===== src/rtl/irq_seq_pkg.sv =====
package irq_seq_pkg;

  typedef enum logic [2:0] {
    S_IDLE,
    S_PUSH_FL,
    S_PUSH_PC,
    S_JUMP,
    S_POP_PC,
    S_POP_FL,
    S_RESTORE
  } seq_state_t;

  localparam int REQ_EXC = 0;
  localparam int REQ_IRQ = 1;
  localparam int REQ_RET = 2;
  localparam int REQ_N   = 3;

endpackage


===== src/rtl/irq_req_hold.sv =====
module irq_req_hold #(
  parameter int N = 3
) (
  input  logic         clk,
  input  logic         rst_n,
  input  logic [N-1:0] req,
  input  logic [N-1:0] clr,
  output logic [N-1:0] pend
);

  for (genvar g = 0; g < N; g++) begin : g_bit
    always_ff @(posedge clk) begin
      if (!rst_n)          pend[g] <= 1'b0;
      else if (req[g])     pend[g] <= 1'b1;
      else if (clr[g])     pend[g] <= 1'b0;
    end
  end

endmodule


===== src/rtl/irq_sp_unit.sv =====
module irq_sp_unit #(
  parameter int               SPW    = 8,
  parameter logic [SPW-1:0]   SP_TOP = 8'hF0
) (
  input  logic           clk,
  input  logic           rst_n,
  input  logic           dec,
  input  logic           inc,
  output logic [SPW-1:0] sp,
  output logic [SPW-1:0] push_addr
);

  function automatic logic [SPW-1:0] f_below(input logic [SPW-1:0] p);
    return p - SPW'(1);
  endfunction

  function automatic logic [SPW-1:0] f_above(input logic [SPW-1:0] p);
    return p + SPW'(1);
  endfunction

  assign push_addr = f_below(sp);

  always_ff @(posedge clk) begin
    if (!rst_n)   sp <= SP_TOP;
    else if (dec) sp <= f_below(sp);
    else if (inc) sp <= f_above(sp);
  end

endmodule


===== src/rtl/irq_seq_ctrl.sv =====
module irq_seq_ctrl
  import irq_seq_pkg::*;
(
  input  logic             clk,
  input  logic             rst_n,
  input  logic [REQ_N-1:0] pend,
  input  logic             ie,
  output logic [REQ_N-1:0] clr,
  output logic             busy,
  output logic             cause_exc,
  output logic             accept,
  output logic             push_fl,
  output logic             push_pc,
  output logic             jump,
  output logic             pop_pc,
  output logic             pop_fl,
  output logic             restore
);

  seq_state_t state, nxt;

  always_comb begin
    nxt = state;
    clr = '0;
    unique case (state)
      S_IDLE: begin
        if (pend[REQ_EXC]) begin
          nxt          = S_PUSH_FL;
          clr[REQ_EXC] = 1'b1;
        end else if (pend[REQ_IRQ] && ie) begin
          nxt          = S_PUSH_FL;
          clr[REQ_IRQ] = 1'b1;
        end else if (pend[REQ_RET]) begin
          nxt          = S_POP_PC;
          clr[REQ_RET] = 1'b1;
        end
      end
      S_PUSH_FL: nxt = S_PUSH_PC;
      S_PUSH_PC: nxt = S_JUMP;
      S_JUMP:    nxt = S_IDLE;
      S_POP_PC:  nxt = S_POP_FL;
      S_POP_FL:  nxt = S_RESTORE;
      S_RESTORE: nxt = S_IDLE;
      default:   nxt = S_IDLE;
    endcase
  end

  always_ff @(posedge clk) begin
    if (!rst_n) state <= S_IDLE;
    else        state <= nxt;
  end

  always_ff @(posedge clk) begin
    if (!rst_n)            cause_exc <= 1'b0;
    else if (clr[REQ_EXC]) cause_exc <= 1'b1;
    else if (clr[REQ_IRQ]) cause_exc <= 1'b0;
  end

  assign accept  = clr[REQ_EXC] | clr[REQ_IRQ];
  assign busy    = (state != S_IDLE);
  assign push_fl = (state == S_PUSH_FL);
  assign push_pc = (state == S_PUSH_PC);
  assign jump    = (state == S_JUMP);
  assign pop_pc  = (state == S_POP_PC);
  assign pop_fl  = (state == S_POP_FL);
  assign restore = (state == S_RESTORE);

endmodule


===== src/rtl/irq_frame_seq.sv =====
module irq_frame_seq
  import irq_seq_pkg::*;
#(
  parameter int             W      = 16,
  parameter int             SPW    = 8,
  parameter int             IE_BIT = 9,
  parameter logic [SPW-1:0] SP_TOP = 8'hF0
) (
  input  logic           clk,
  input  logic           rst_n,
  input  logic           exc_req,
  input  logic           irq_req,
  input  logic           ret_req,
  input  logic [W-1:0]   next_pc,
  input  logic [W-1:0]   flags_in,
  input  logic [W-1:0]   handler_addr,
  output logic           mem_we,
  output logic           mem_re,
  output logic [SPW-1:0] mem_addr,
  output logic [W-1:0]   mem_wdata,
  input  logic [W-1:0]   mem_rdata,
  output logic [SPW-1:0] sp,
  output logic           pc_load,
  output logic [W-1:0]   pc_value,
  output logic           flags_load,
  output logic [W-1:0]   flags_value,
  output logic           busy,
  output logic           cause_exc
);

  function automatic logic [W-1:0] f_mask_ie(input logic [W-1:0] f);
    logic [W-1:0] m;
    m         = '1;
    m[IE_BIT] = 1'b0;
    return f & m;
  endfunction

  logic [REQ_N-1:0] req_vec, clr_vec, pend_vec;
  logic             accept, push_fl, push_pc, jump, pop_pc, pop_fl, restore;
  logic [SPW-1:0]   push_addr;

  always_comb begin
    req_vec          = '0;
    req_vec[REQ_EXC] = exc_req;
    req_vec[REQ_IRQ] = irq_req;
    req_vec[REQ_RET] = ret_req;
  end

  irq_req_hold #(.N(REQ_N)) u_hold (
    .clk  (clk),
    .rst_n(rst_n),
    .req  (req_vec),
    .clr  (clr_vec),
    .pend (pend_vec)
  );

  irq_seq_ctrl u_ctrl (
    .clk      (clk),
    .rst_n    (rst_n),
    .pend     (pend_vec),
    .ie       (flags_in[IE_BIT]),
    .clr      (clr_vec),
    .busy     (busy),
    .cause_exc(cause_exc),
    .accept   (accept),
    .push_fl  (push_fl),
    .push_pc  (push_pc),
    .jump     (jump),
    .pop_pc   (pop_pc),
    .pop_fl   (pop_fl),
    .restore  (restore)
  );

  irq_sp_unit #(.SPW(SPW), .SP_TOP(SP_TOP)) u_sp (
    .clk      (clk),
    .rst_n    (rst_n),
    .dec      (mem_we),
    .inc      (mem_re),
    .sp       (sp),
    .push_addr(push_addr)
  );

  assign mem_we      = push_fl | push_pc;
  assign mem_re      = pop_pc | pop_fl;
  assign mem_addr    = mem_we ? push_addr : sp;
  assign mem_wdata   = push_fl ? flags_in : next_pc;

  // pop_fl is the cycle in which the popped return address arrives
  assign pc_load     = jump | pop_fl;
  assign pc_value    = jump ? handler_addr : mem_rdata;
  assign flags_load  = jump | restore;
  assign flags_value = jump ? f_mask_ie(flags_in) : mem_rdata;

endmodule


===== config.mk =====
export PLATFORM = sky130hd
export DESIGN_NAME = irq_frame_seq
export DESIGN_NICKNAME = d
export VERILOG_FILES = /design/src/rtl/irq_seq_pkg.sv /design/src/rtl/irq_req_hold.sv /design/src/rtl/irq_sp_unit.sv /design/src/rtl/irq_seq_ctrl.sv /design/src/rtl/irq_frame_seq.sv
export SDC_FILE = /design/constraint.sdc
export NUM_CORES = 1
export LEC_CHECK = 0
export ABC_AREA = 1
export ABC_CLOCK_PERIOD_IN_PS = 2500
export BUFFER_PORTS_ARGS = -buffer_cell sky130_fd_sc_hd__buf_2
export CAP_MARGIN = 5
export CORE_MARGIN = 5
export CORE_UTILIZATION = 43
export CTS_CLUSTER_DIAMETER = 200
export DETAILED_ROUTE_END_ITERATION = 7
export PLACE_DENSITY = 0.87
export SETUP_SLACK_MARGIN = 0.05
export SYNTH_ARGS = -nofsm -noshare
export SYNTH_HDL_FRONTEND = slang
export SYNTH_HIERARCHICAL = 1
export SYNTH_SLANG_ARGS = --single-unit

===== constraint.sdc =====
create_clock -name clk -period 2.5 [get_ports clk]
set_input_delay 0.25 -clock clk [delete_from_list [all_inputs] [get_ports clk]]
set_output_delay 0.25 -clock clk [all_outputs]
set_load 0.01 [all_outputs]

==> results list, run 1 <==
* Result of the run: complete, no violations
* Max Clk Rate: 482 MHz
- Reg2reg path depth: 9
* Placement Rows: 23
- Headroom to the max-slew limit came out at 65.5%.
* Clock root cell: clkbuf_8
* R2R setup slack: 0.46 ns
- Final clock period utilization by the worst path: 83.1%
- For the pin with the worst max-slew slack, the measured transition is 0.517 ns.
- After clock tree synthesis, the setup repair step added 0 buffers.
- Most frequent standard cell in the layout excluding fill and tap cells: nand2_1
- Once detailed placement completed, the half-perimeter wirelength came to 5280 um.
- The die is 73.8 um wide.
- Static leakage: roughly 1.5 nW
* Maximum number of pins on one net before global-route repair: 36
- Antenna violations before repair: 0
- The first global-routing pass estimated between 9000 and 10000 um of wire.
* Average detailed-routed wire length per instance: 12.4 um
* Clock Skew: 0.00833 ns
- The number of nets in the synthesized netlist is 398.
- In this run, the combinational gates consume ~72% of the power.
* Post-synthesis area per instance: 5.36 um^2
- Setup crit end kind: primary output
- Count of cells along the worst hold path: 3
- The multi-input combinational cells in the finished layout cover a total of 1200 um^2.
* Number of nets with antenna violations after routing: 0
* Highest-count cells in the layout ignoring fill and taps: nand2_1 (173), buf_2 (138), inv_1 (33), dfxtp_1 (15), nor2_1 (12)
* YS warnings: 6
- CTS sink cnt: 15
- In the synthesized netlist, the number of instances is 327.
- Final count of negative-setup-slack endpoints: 0
* Fill cell total of the finished layout: 419
- Sequential power share: 20.2%
- Cell area after synthesis: around 1800 um^2
* Data required time of the critical path: 2.25 ns
* Count of instances resized after the clock tree is built: 0
* Minimum period implied by the final worst setup slack: 2.08 ns
- Global routing used ~22% of the available tracks across all layers.
- Overall overflow remaining after global route: 0
- In this run the worst path has a maximum fanout of 24.
- Before antenna repair, the detailed router went through 4 iterations.
* Global placement routability congestion: 0.875
- The number of hold violations in the final report came to 0.
- After detailed routing, the total wire length is between 6000 and 7000 um.
- Data on the critical path arrives at its endpoint at between 1.5 and 2 ns.
- The floorplan step set the die height to 73.8 um.
* Switching power share of the total: 55.1%
- The number of hold buffers added after CTS was 0.
- DRC errors left: 0
- Number of DRC markers in iteration 0: 91
- Launching point of the worst reg2reg path: u_ctrl/state[1]$_SDFFE_PN0P_
* IO Count: 139
- After floorplanning, the core was sized to cover 3970 um^2.
- The number of pins exceeding their max-slew limit in the final report came to 0.
- For this run, the post-layout net count is roughly 530.
* Area overhead of the layout relative to synthesis: 40.9%
- Summed negative setup slack over all endpoints: 0 ns
* Crit path launch type: register
- Antenna cell count: 0
- The count of cells in the finished layout, fillers not included, comes to 509.
* Unrepaired setup endpoints after global routing: no
- The tightest min-delay check is of the in2reg type.
* Port buffer count: 138
- Clock tree from TritonCTS: done
- Power spread over the standard cell area amounts to 966 nW/um^2.
- Vias per std cell: about 4.8
* Clock Pin Slew Worst Setup and Hold Paths: 0.06 ns
- The path with the worst hold slack has its endpoint at u_hold/pend[1]$_SDFFE_PN0P_.
- The number of global-route vias before repair is 2175.
- Switching pwr: between 1 and 1.5 mW
- In the final layout, the share of cells above drive strength 1 is a little under two fifths.
* Reg2Reg Capture Point: u_sp/sp[4]$_SDFFE_PN1P_
- In this run the number of H-tree levels came out at 1.
* Number of placed instances, taps included: 505
- At the later pin of the worst-skew pair, clock insertion delay measures around 0.25 ns.
- The worst setup path is of the reg2out kind.
- Once the floorplan was initialized, standard cells occupied 44.1% of the core.
- The clock network burns 8.3% of the power.
* Die area: 5450 um^2
- The startpoint identified for the worst hold timing path is irq_req.
- Across the run, the number of max-cap violations was 0.
- IR Drop Worst-Case VDD: 0.672 mV
- TritonCTS created 3 clock buffers.
- Summing all flip-flop and latch instances after layout gives 300 um^2.
- For this block, the via count after detailed routing is roughly 2400.
* Clock Tree Buf Depth: 2
* Power Internal: 1.07 mW
-- power by group through the flow --
stage               sequential (mW)  combinational, mW  clock, mW
floorplan                     0.460               1.18          0
global placement              0.476               1.67          0
detailed placement            0.484               1.69          0
CTS                           0.478               1.71      0.206
global route                  0.501               1.91      0.211
finish                        0.482               1.70      0.198
-- layout make-up --
cell class,instances,area share (%)
well taps,50,2.53
clock buffers,3,1.67
flip-flops and latches,15,12.2
clock inverters,1,0.304
multi-input cells,260,48.5
repair buffers,140,28.6
inverters,40,6.28
-- worst max path at each step --
stage	start	end	slack, ns	cells past startpoint
3_3_place_gp	u_ctrl/state[1]$_SDFFE_PN0P_	u_sp/sp[3]$_SDFFE_PN0P_	0.66	11
4_1_cts	u_ctrl/state[1]$_SDFFE_PN0P_	mem_wdata[13]	0.41	7
2_1_floorplan	u_ctrl/state[1]$_SDFFE_PN0P_	u_sp/sp[6]$_SDFFE_PN1P_	0.83	11
6_report	u_ctrl/state[1]$_SDFFE_PN0P_	mem_wdata[13]	0.42	7
5_1_grt	u_ctrl/state[1]$_SDFFE_PN0P_	mem_wdata[13]	0.20	7
3_5_place_dp	u_ctrl/state[1]$_SDFFE_PN0P_	u_sp/sp[6]$_SDFFE_PN1P_	0.56	9
-- metal layers --
layer  GRT usage (%)  vias up  wire, um
met1            26.2     1047      2480
li1                -     1272         -
met5               0        -         0
met2            41.4      111      3130
met4            6.24        0        89
met3            3.15       11       637
-- worst max-delay path, cell delays in order (launching register included) --
cell	delay (ns)
dfxtp_1	0.36
inv_1	0.10
nand2_1	0.10
nor2_2	0.24
buf_4	0.32
inv_4	0.13
o21ai_0	0.16
buf_2	0.15
-- state kept, by name, summed over array words and instances, names as in the netlist --
signal and count:
u_ctrl/cause_exc 1, u_ctrl/state 3, u_hold/pend 3, u_sp/sp 8
-- metrics by stage --
stage	hold WS, ns	setup WS [ns]	total power [mW]	utilization (%)	cell area [um^2]
CTS	0.220	0.408	2.39	62.2	2470
global placement	0.443	0.660	2.15	60.9	2420
floorplan	0.348	0.825	1.64	-	1750
finish	0.225	0.423	2.39	62.2	2470
detailed placement	0.444	0.562	2.18	60.9	2420
global route	0.233	0.202	2.62	62.2	2470
(Power assumes the default switching activity.)
==> run 2, diff against run 1 <==
--- a/config.mk
+++ b/config.mk
@@ -6,14 +6,14 @@
 export NUM_CORES = 1
 export LEC_CHECK = 0
 export ABC_AREA = 1
-export ABC_CLOCK_PERIOD_IN_PS = 2500
+export ABC_CLOCK_PERIOD_IN_PS = 1800
 export BUFFER_PORTS_ARGS = -buffer_cell sky130_fd_sc_hd__buf_2
 export CAP_MARGIN = 5
 export CORE_MARGIN = 5
-export CORE_UTILIZATION = 43
+export CORE_UTILIZATION = 36
 export CTS_CLUSTER_DIAMETER = 200
 export DETAILED_ROUTE_END_ITERATION = 7
-export PLACE_DENSITY = 0.87
+export PLACE_DENSITY = 0.77
 export SETUP_SLACK_MARGIN = 0.05
 export SYNTH_ARGS = -nofsm -noshare
 export SYNTH_HDL_FRONTEND = slang
==> constraint.sdc (replaced) <==
create_clock -name clk -period 1.8 [get_ports clk]
set_input_delay 0.18 -clock clk [delete_from_list [all_inputs] [get_ports clk]]
set_output_delay 0.18 -clock clk [all_outputs]
set_load 0.01 [all_outputs]
==> results list, run 2 (synthesized netlist as in run 1, its figures left out) <==
* Beginning of the worst hold path: exc_req (was irq_req)
- The maximum level of the CTS H-tree was 1 (unchanged).
* Total power after layout: 3.81 mW (was 2.39 mW)
- Clock Tree Buf Depth: 2 (unchanged)
- The most common library cell in the layout ignoring fill and taps was nand2_1 (unchanged).
* Total Routed Length: 7170 um (was 6330 um)
- Data required time of the critical path: 1.62 ns (was 2.25 ns)
* Unrepaired setup endpoints after global routing: yes (was no)
- The initial cell density of the core came to 37.1% (was 44.1%).
- Final count of negative-setup-slack endpoints: 0 (unchanged)
- The I/O pin count was 139 (unchanged).
- Cell with the largest stage delay on the worst path: dfxtp_4 (was dfxtp_1)
- The die width was 79.8 um (was 73.8 um).
* Biggest registers after layout: u_sp/sp: 8 flops, u_ctrl/state: 3 flops, u_hold/pend: 3 flops (unchanged)
- Maximum number of pins on one net before global-route repair: 18 (was 36)
- The static leakage is 1.70 nW (was 1.53 nW).
- Total number of nets in the final design: 554 (was 531)
- Top cell family by delay on the critical path: buffers and inverters (unchanged)
* Vertical extent of the die: 79.8 um (was 73.8 um)
* Hold slack: 0.161 ns (was 0.225 ns)
- The length of the first detailed-routing pass in iterations came to 5 (was 4).
* Clock tree from TritonCTS: done (unchanged)
- Area overhead of the layout relative to synthesis: 62.7% (was 40.9%)
- The number of max-capacitance violations reported came to 0 (unchanged).
- Average detailed-routed wire length per instance: 13.1 um (was 12.4 um)
- The worst-case vdd ir drop was 0.891 mV (was 0.672 mV).
- The number of clock sinks is 15 (unchanged).
* Stage delay of the slowest cell on the critical path: 0.37 ns (was 0.36 ns)
* Clock Pin Slew Worst Setup and Hold Paths: 0.06 ns (about the same)
- The wire length of the first global-routing pass is 10500 um (was 9750 um).
* Category of the most critical setup path: reg2out (unchanged)
- The count of standard-cell rows is 25 (was 23).
- Worst hold path class: in2reg (unchanged)
- Launching point of the worst reg2reg path: u_ctrl/state[1]$_SDFFE_PN0P_ (unchanged)
* Crit path launch type: register (unchanged)
* Die area: 6360 um^2 (was 5450 um^2)
- Slew headroom: 78.6% (was 65.5%)
- The library cell used as clock root buffer was clkbuf_8 (unchanged).
* Sum of buffers and inverters on the critical path: 4 (unchanged)
- The number of DRC violations after detailed routing came to 0 (unchanged).
- The pin slew with the least headroom to its limit came to 0.321 ns (was 0.517 ns).
* Arrival time at the worst endpoint: 1.51 ns (was 1.83 ns)
* Port buffer count: 138 (unchanged)
- The total negative slack was 0 ns (unchanged).
- Setup crit end kind: primary output (unchanged)
- Fin. Hold Viols: 0 (unchanged)
- Sum of net half-perimeters after detailed placement: 5430 um (was 5280 um)
- The number of CTS-inserted buffers came to 3 (unchanged).
- The overflow left after global routing was 0 (unchanged).
- Global placement routability congestion: 0.916 (was 0.875)
* Vias per std cell: 4.70 (was 4.80)
- CTS Hold Buffers Added: 0 (unchanged)
* Area inside the core boundary: 4720 um^2 (was 3970 um^2)
- Via count: 2579 (was 2441)
* Largest reg by FF count: u_sp/sp (unchanged)
* Antenna violations before repair: 0 (unchanged)
- The number of stages on the worst hold path is 3 (unchanged).
- The number of fill cells in the layout is 446 (was 419).
- The iteration-0 DRC count of the detailed router came to 161 (was 91).
- Number of nets with antenna violations after routing: 0 (unchanged)
- Pwr dens: 1340 nW/um^2 (was 966 nW/um^2)
- Proportion of layout cells with a drive suffix above 1: 44.4% (was 37.9%)
* Highest-count cells in the layout ignoring fill and taps: nand2_1 (167), buf_2 (137), inv_1 (29), buf_4 (15) (was nand2_1 (173), buf_2 (138), inv_1 (33), dfxtp_1 (15), nor2_1 (12))
- The largest clock skew in the final design is 0.00816 ns (was 0.00833 ns).
- The number of pins exceeding their max-slew limit in the final report was 0 (unchanged).
- Flip-flop count of the largest register, all copies and words added: 8 (unchanged)
* Worst Path Max Fanout: 16 (was 24)
* Result of the run: complete, no violations (unchanged)
- Number of global-route vias before repair: 2286 (was 2175)
- The routed design could run at a clock period as short as 1.69 ns.
- Reg2reg path depth: 11 (was 9)
- Antenna cell count: 0 (unchanged)
- The slack of the worst reg-to-reg path came to 0.20 ns (was 0.46 ns).
- After layout, the worst path uses between 90% and 100% of the clock period.
* Worst Hold End: u_hold/pend[0]$_SDFFE_PN0P_ (was u_hold/pend[1]$_SDFFE_PN0P_)
* Max Clk Rate: 591 MHz
- Clock latency on the worst-skew pair: 0.25 ns (about the same)
* Total Routing Usage GR: 20.4% (was 22.3%)
* CP cell instances: inv_2, nor3_4, buf_12, inv_4, o21ai_0, buf_2 (was inv_1, nand2_1, nor2_2, buf_4, inv_4, o21ai_0, buf_2)
- The terminus of the critical flop-to-flop path is u_sp/sp[2]$_SDFFE_PN0P_ (was u_sp/sp[4]$_SDFFE_PN1P_).
## run 2: how the worst max path moves through the flow
stage	start	to	slack (ns)	depth (start not counted)
floorplan	u_ctrl/state[1]$_SDFFE_PN0P_	u_sp/sp[6]$_SDFFE_PN1P_	0.13	11
global route	u_ctrl/state[0]$_SDFFE_PN0P_	pc_value[12]	0.01	7
global placement	u_sp/sp[1]$_SDFFE_PN0P_	mem_addr[4]	0.22	9
detailed placement	u_ctrl/state[1]$_SDFFE_PN0P_	u_sp/sp[2]$_SDFFE_PN0P_	0.15	11
finish	u_ctrl/state[0]$_SDFFE_PN0P_	flags_value[13]	0.11	6
CTS	u_sp/sp[1]$_SDFFE_PN0P_	mem_addr[4]	0.04	9
## run 2: per-stage QoR
step	worst slack, ns	area, um^2	instances	util, %
4_1_cts	0.0372	2650	535	56.1
6_report	0.108	2850	549	60.3
3_3_place_gp	0.217	2500	526	52.8
2_1_floorplan	0.125	1750	327	-
3_5_place_dp	0.147	2500	526	52.8
5_1_grt	0.00953	2850	549	60.3
## run 2: timing repair
action,4_1_cts,5_1_grt
buffers inserted,3,12
cloned,2,2
setup endpoints to repair,39,46
gates resized for setup,8,24
pin swaps,1,10
## run 2: where the power goes
group / total, mW / switching, mW / internal, mW
combinational: 2.86 / 1.64 / 1.22
sequential: 0.682 / 0.218 / 0.465
clock: 0.267 / 0.114 / 0.153
total: 3.81 / 1.97 / 1.84
## run 2: worst min-delay path: cells and delay by family
kind                   cells  cell delay, ns
buffers and inverters      2            0.13
AOI/OAI and AO/OA          1            0.05
## run 2: final cells by class
| class | instances | area, um^2 | area share, % |
|---|---|---|---|
| clock inverters | 1 | 5.00 | 0.176 |
| flip-flops and latches | 15 | 315 | 11.1 |
| well taps | 67 | 83.8 | 2.94 |
| clock buffers | 3 | 41.3 | 1.45 |
| inverters | 40 | 160 | 5.62 |
| multi-input cells | 260 | 1240 | 43.5 |
| repair buffers | 163 | 1000 | 35.3 |
## run 2: per-layer routing
| metal | part of all wire (%) | wire [um] | vias to the layer above | track usage [%] |
|---|---|---|---|---|
| met5 | 0 | 0 | - | 0 |
| met4 | 2.5 | 179 | 0 | 6.93 |
| met3 | 9.8 | 702 | 19 | 3.50 |
| met2 | 50 | 3570 | 124 | 37.5 |
| met1 | 38 | 2720 | 1116 | 23.5 |
| li1 | - | - | 1320 | - |
==> run 3, diff against run 2 <==
--- a/config.mk
+++ b/config.mk
@@ -10,12 +10,11 @@
 export BUFFER_PORTS_ARGS = -buffer_cell sky130_fd_sc_hd__buf_2
 export CAP_MARGIN = 5
 export CORE_MARGIN = 5
-export CORE_UTILIZATION = 36
+export CORE_UTILIZATION = 34
 export CTS_CLUSTER_DIAMETER = 200
 export DETAILED_ROUTE_END_ITERATION = 7
-export PLACE_DENSITY = 0.77
+export PLACE_DENSITY = 0.78
 export SETUP_SLACK_MARGIN = 0.05
 export SYNTH_ARGS = -nofsm -noshare
 export SYNTH_HDL_FRONTEND = slang
-export SYNTH_HIERARCHICAL = 1
 export SYNTH_SLANG_ARGS = --single-unit
==> constraint.sdc (replaced) <==
create_clock -name clk -period 1.8 [get_ports clk]
set_input_delay 0.45 -clock clk [delete_from_list [all_inputs] [get_ports clk]]
set_output_delay 0.45 -clock clk [all_outputs]
set_load 0.01 [all_outputs]
==> results list, run 3 <==
- Result of the run: finished, violations left (was complete, no violations)
- The checks that failed: setup timing.
- Final count of negative-setup-slack endpoints: 53 (was 0)
- Final core area utilization: 76.2% (was 60.3%)
* Post-synth EDFFs: 0
- Minimum period implied by the final worst setup slack: 2.00 ns (was 1.69 ns)
- Total Routed Length: 9000 um (was 7170 um)
- Die area: 5880 um^2 (was 6360 um^2)
* Clock latency on the worst-skew pair: 0.25 ns (about the same)
* Async SR Flop Fraction: 0%
- The synthesized netlist devotes 18.4% of its cell area to compound gates.
- The pin slew with the least headroom to its limit came to 0.338 ns (was 0.321 ns).
* Final worst-path setup slack: -0.200 ns (was 0.108 ns)
* Sequential power share: 11.2% (was 17.9%)
- The count of port buffers added during placement was 138 (unchanged).
- Area inside the core boundary: 4320 um^2 (was 4720 um^2)
- 1st-pass router iterations: 4 (was 5)
- Hold slack: 0.406 ns (was 0.161 ns)
- The initial cell density of the core came to 35.0% (was 37.1%).
- Multiplexer share of the synthesized area: 0.745%
* CTS sink cnt: 15 (unchanged)
- Syn Inst Count: 283 (was 327)
* Total number of nets in the final design: 543 (was 554)
* Placement Rows: 24 (was 25)
- IO Count: 139 (unchanged)
- The post-synthesis net count was 356 (was 398).
- In the post-synthesis netlist, the biggest area contributors are nand2_1 (26%), dfxtp_1 (20%), o21ai_0 (8.9%).
* Post-synth top area share: between 20% and 30%
- Clock tree from TritonCTS: done (unchanged)
- Proportion of layout cells with a drive suffix above 1: 63.8% (was 44.4%)
- The die height came to 76.7 um (was 79.8 um).
* Horizontal extent of the die: 76.7 um (was 79.8 um)
- Biggest registers after layout: u_sp.sp: 8 flops, u_ctrl.state: 3 flops, u_hold.pend: 3 flops (was u_sp/sp: 8 flops, u_ctrl/state: 3 flops, u_hold/pend: 3 flops).
- Max Transition Viols Final: 0 (unchanged)
- The number of hold violations in the final report is 0 (unchanged).
* Crit path launch type: register (unchanged)
* CTS Hold Buffers Added: 0 (unchanged)
* Clock Tree Buf Depth: 2 (unchanged)
* Leading register cell type out of synthesis: dfxtp_1
- Number of DRC markers in iteration 0: 144 (was 161)
- Clock Skew: 0.00159 ns (was 0.00816 ns)
- DRC errors left: 0 (unchanged)
* Static leakage: 1.84 nW (was 1.70 nW)
- Max Clk Rate: 500 MHz (was 591 MHz)
- Count of max-cap constraint violations: 0 (unchanged)
* IR Drop Worst-Case VDD: 1.23 mV (was 0.891 mV)
* Sum of net half-perimeters after detailed placement: 5190 um (was 5430 um)
- Switching power share of the total: 49.1% (was 51.7%)
- Clock root cell: clkbuf_8 (unchanged)
- Post-synthesis register bit count: 15
- The top register by number of flip-flops is u_sp.sp (was u_sp/sp).
- The worst path required time is 1.35 ns (was 1.62 ns).
- The aggregate global-route resource usage was 24.7% (was 20.4%).
- The cell area power density was 1730 nW/um^2 (was 1340 nW/um^2).
* Flip-flop count of the largest register, all copies and words added: 8 (unchanged)
- The wire length per cell was 17.2 um (was 13.1 um).
- Via count: 2791 (was 2579)
* Fraction of power consumed by the clock network: 4.9% (was 7.0%)
- Worst Path Max Fanout: 16 (unchanged)
- The post-detailed-route count of antenna-violating nets came to 0 (unchanged).
* Clock Pin Slew Worst Setup and Hold Paths: 0.06 ns (about the same)
- The wire length of the first global-routing pass came to 12100 um (was 10500 um).
- Combinational family with the most area after synthesis: simple AND/OR/NAND/NOR gates
* Number of clock buffers inserted by TritonCTS: 3 (unchanged)
- CTS HTree Levels: 1 (unchanged)
* Most repeated cell in the gate-level netlist after synthesis: nand2_1
- The most common library cell in the layout ignoring fill and taps was buf_2 (was nand2_1).
- The global placer's final weighted congestion came to 0.879 (was 0.916).
- Final clock period utilization by the worst path: 111% (was 94.0%)
- Sorting the synthesized cells by how often they occur yields nand2_1 (104), inv_1 (34), o21ai_0 (27), nand3_1 (24), nor2_1 (21).
- Summing the areas of all fa, ha and maj instances in the mapped netlist gives between 3 and 4% of the synthesized area.
- Number of global-route vias before repair: 2508 (was 2286)
* Maximum number of pins on one net before global-route repair: 18 (unchanged)
- Power Internal: 2.89 mW (was 1.84 mW)
* Vias per std cell: 5.35 (was 4.70)
- Total power after layout: 5.69 mW (was 3.81 mW)
- The number of antenna violations at the first check in global routing was 1 (was 0).
* Highest-count cells in the layout ignoring fill and taps: buf_2 (128), nand2_1 (56), buf_4 (34), nand2_2 (30), inv_1 (25) (was nand2_1 (167), buf_2 (137), inv_1 (29), buf_4 (15))
* Post-synthesis area per instance: 5.34 um^2 (was 5.36 um^2)
- Slew headroom: 77.4% (was 78.6%)
- Sequential cells were found to cover 19.9% of the synthesized design area.
* Overall overflow remaining after global route: 0 (unchanged)
- The nature of the critical path endpoint is a primary output (unchanged).
* Unique masters post-synth: 23
* Stage delay of the slowest cell on the critical path: 0.38 ns (was 0.37 ns)
- Summing the areas of all and, or, nand and nor instances in the mapped netlist gives a little over two fifths of the synthesized area.
* YS warnings: 0 (was 6)
* Sum of buffers and inverters on the critical path: 4 (unchanged)
* Area overhead of the layout relative to synthesis: 118% (was 62.7%)
* Synth Area in XOR/XNOR: 1.74%
- The most numerous cell type found on the critical path is inv_4.
- The category of the critical setup timing path was reg2out (unchanged).
* CP cell instances: inv_4, nor3_4, buf_4, inv_4, o21ai_1, buf_2 (was inv_2, nor3_4, buf_12, inv_4, o21ai_0, buf_2)
- The category of cells accounting for the largest share of critical-path delay was buffers and inverters (unchanged).
- The share of power burned in combinational logic came to 83.8% (was 75.1%).
* Cell with the largest stage delay on the worst path: dfxtp_4 (unchanged)
* Switching pwr: 2.79 mW (was 1.97 mW)
- Unrepaired setup endpoints after global routing: yes (unchanged).
- The kind of path behind the tightest hold check was in2reg (unchanged).
* Arrival time at the worst endpoint: 1.55 ns (was 1.51 ns)
- The synthesized design spends more area on one cell type than any other, namely nand2_1.
- Cell area after synthesis: 1510 um^2 (was 1750 um^2)
==> run 3: changes by cell type in the layout (fill, tap and decap cells not counted), sizes merged, moves of 2 or more <==
cell    before  now
nand3       12   25
o21bai       2    0
ha           2    4
nand2      180  106
xor2         0    3
nand4        4    1
or2          3    1
nor2        20   22
o211ai       2    0
buf        160  188
o21ai       17   43
==> run 3: timing repair <==
action,4_1_cts,5_1_grt
pin swaps,27,17
endpoints found under the setup margin,58,62
setup buffers,25,13
gates resized for setup,125,61
gates cloned,4,2
==> run 3: layout make-up <==
class / count / area, um^2
multi-input cells: 219 / 1410
flip-flops and latches: 15 / 317
clock buffers: 3 / 41.3
well taps: 52 / 65.1
clock inverters: 1 / 5.00
inverters: 40 / 168
repair inverters: 1 / 6.26
repair buffers: 190 / 1280
fillers: 293 / 1030
diodes: 1 / 2.50
==> run 3: kinds of logic after synthesis <==
logic type / after synthesis
adders and majority gates: 4
xor gates and xnor gates: 3
AOI/OAI and AO/OA: 55
muxes: 1
DFF: 15
buffers and inverters: 50
and+or+nand+nor: 155
==> run 3: power groups by stage <==
stage	Combinational (mW)	Clock [mW]	Sequential, mW
5_1_grt	5.11	0.296	0.656
2_1_floorplan	1.63	0	0.597
4_1_cts	3.87	0.286	0.620
3_3_place_gp	2.65	0	0.570
6_report	4.77	0.280	0.639
3_5_place_dp	2.69	0	0.574
==> run 3: per-stage QoR <==
stage | instance area, um^2 | worst slack, ns | instances | TNS [ns]
2_1_floorplan | 1510 | 0.0662 | 283 | 0
3_3_place_gp | 2300 | 0.0780 | 474 | 0
3_5_place_dp | 2300 | 0.0714 | 474 | 0
4_1_cts | 2950 | -0.0845 | 507 | -2.45
5_1_grt | 3290 | -0.279 | 522 | -8.43
6_report | 3290 | -0.200 | 522 | -4.41
==> run 3: final timing paths <==
check | cells after the start | end | from | slack (ns)
worst max-delay path | 6 | flags_value[8] | u_ctrl.state[1]$_SDFFE_PN0P_ | -0.20
worst min-delay path | 3 | u_hold.pend[0]$_SDFFE_PN0P_ | exc_req | 0.41
worst max register to register | 9 | u_sp.sp[0]$_SDFFE_PN0P_ | u_ctrl.state[1]$_SDFFE_PN0P_ | 0.13
worst min register to register | 2 | u_ctrl.cause_exc$_SDFFE_PN0P_ | u_ctrl.cause_exc$_SDFFE_PN0P_ | 0.46
==> run 3: worst min-delay path, cell delays in order <==
cell,delay [ns]
buf_2,0.08
a21oi_1,0.03
nor2_1,0.06
==> run 3: routing by layer <==
layer / global-route usage, % / wire, um / vias up
li1: - / - / 1268
met2: 47.0 / 4700 / 201
met4: 10.5 / 419 / 0
met5: 0 / 0 / -
met3: 5.27 / 979 / 38
met1: 25.6 / 2910 / 1284
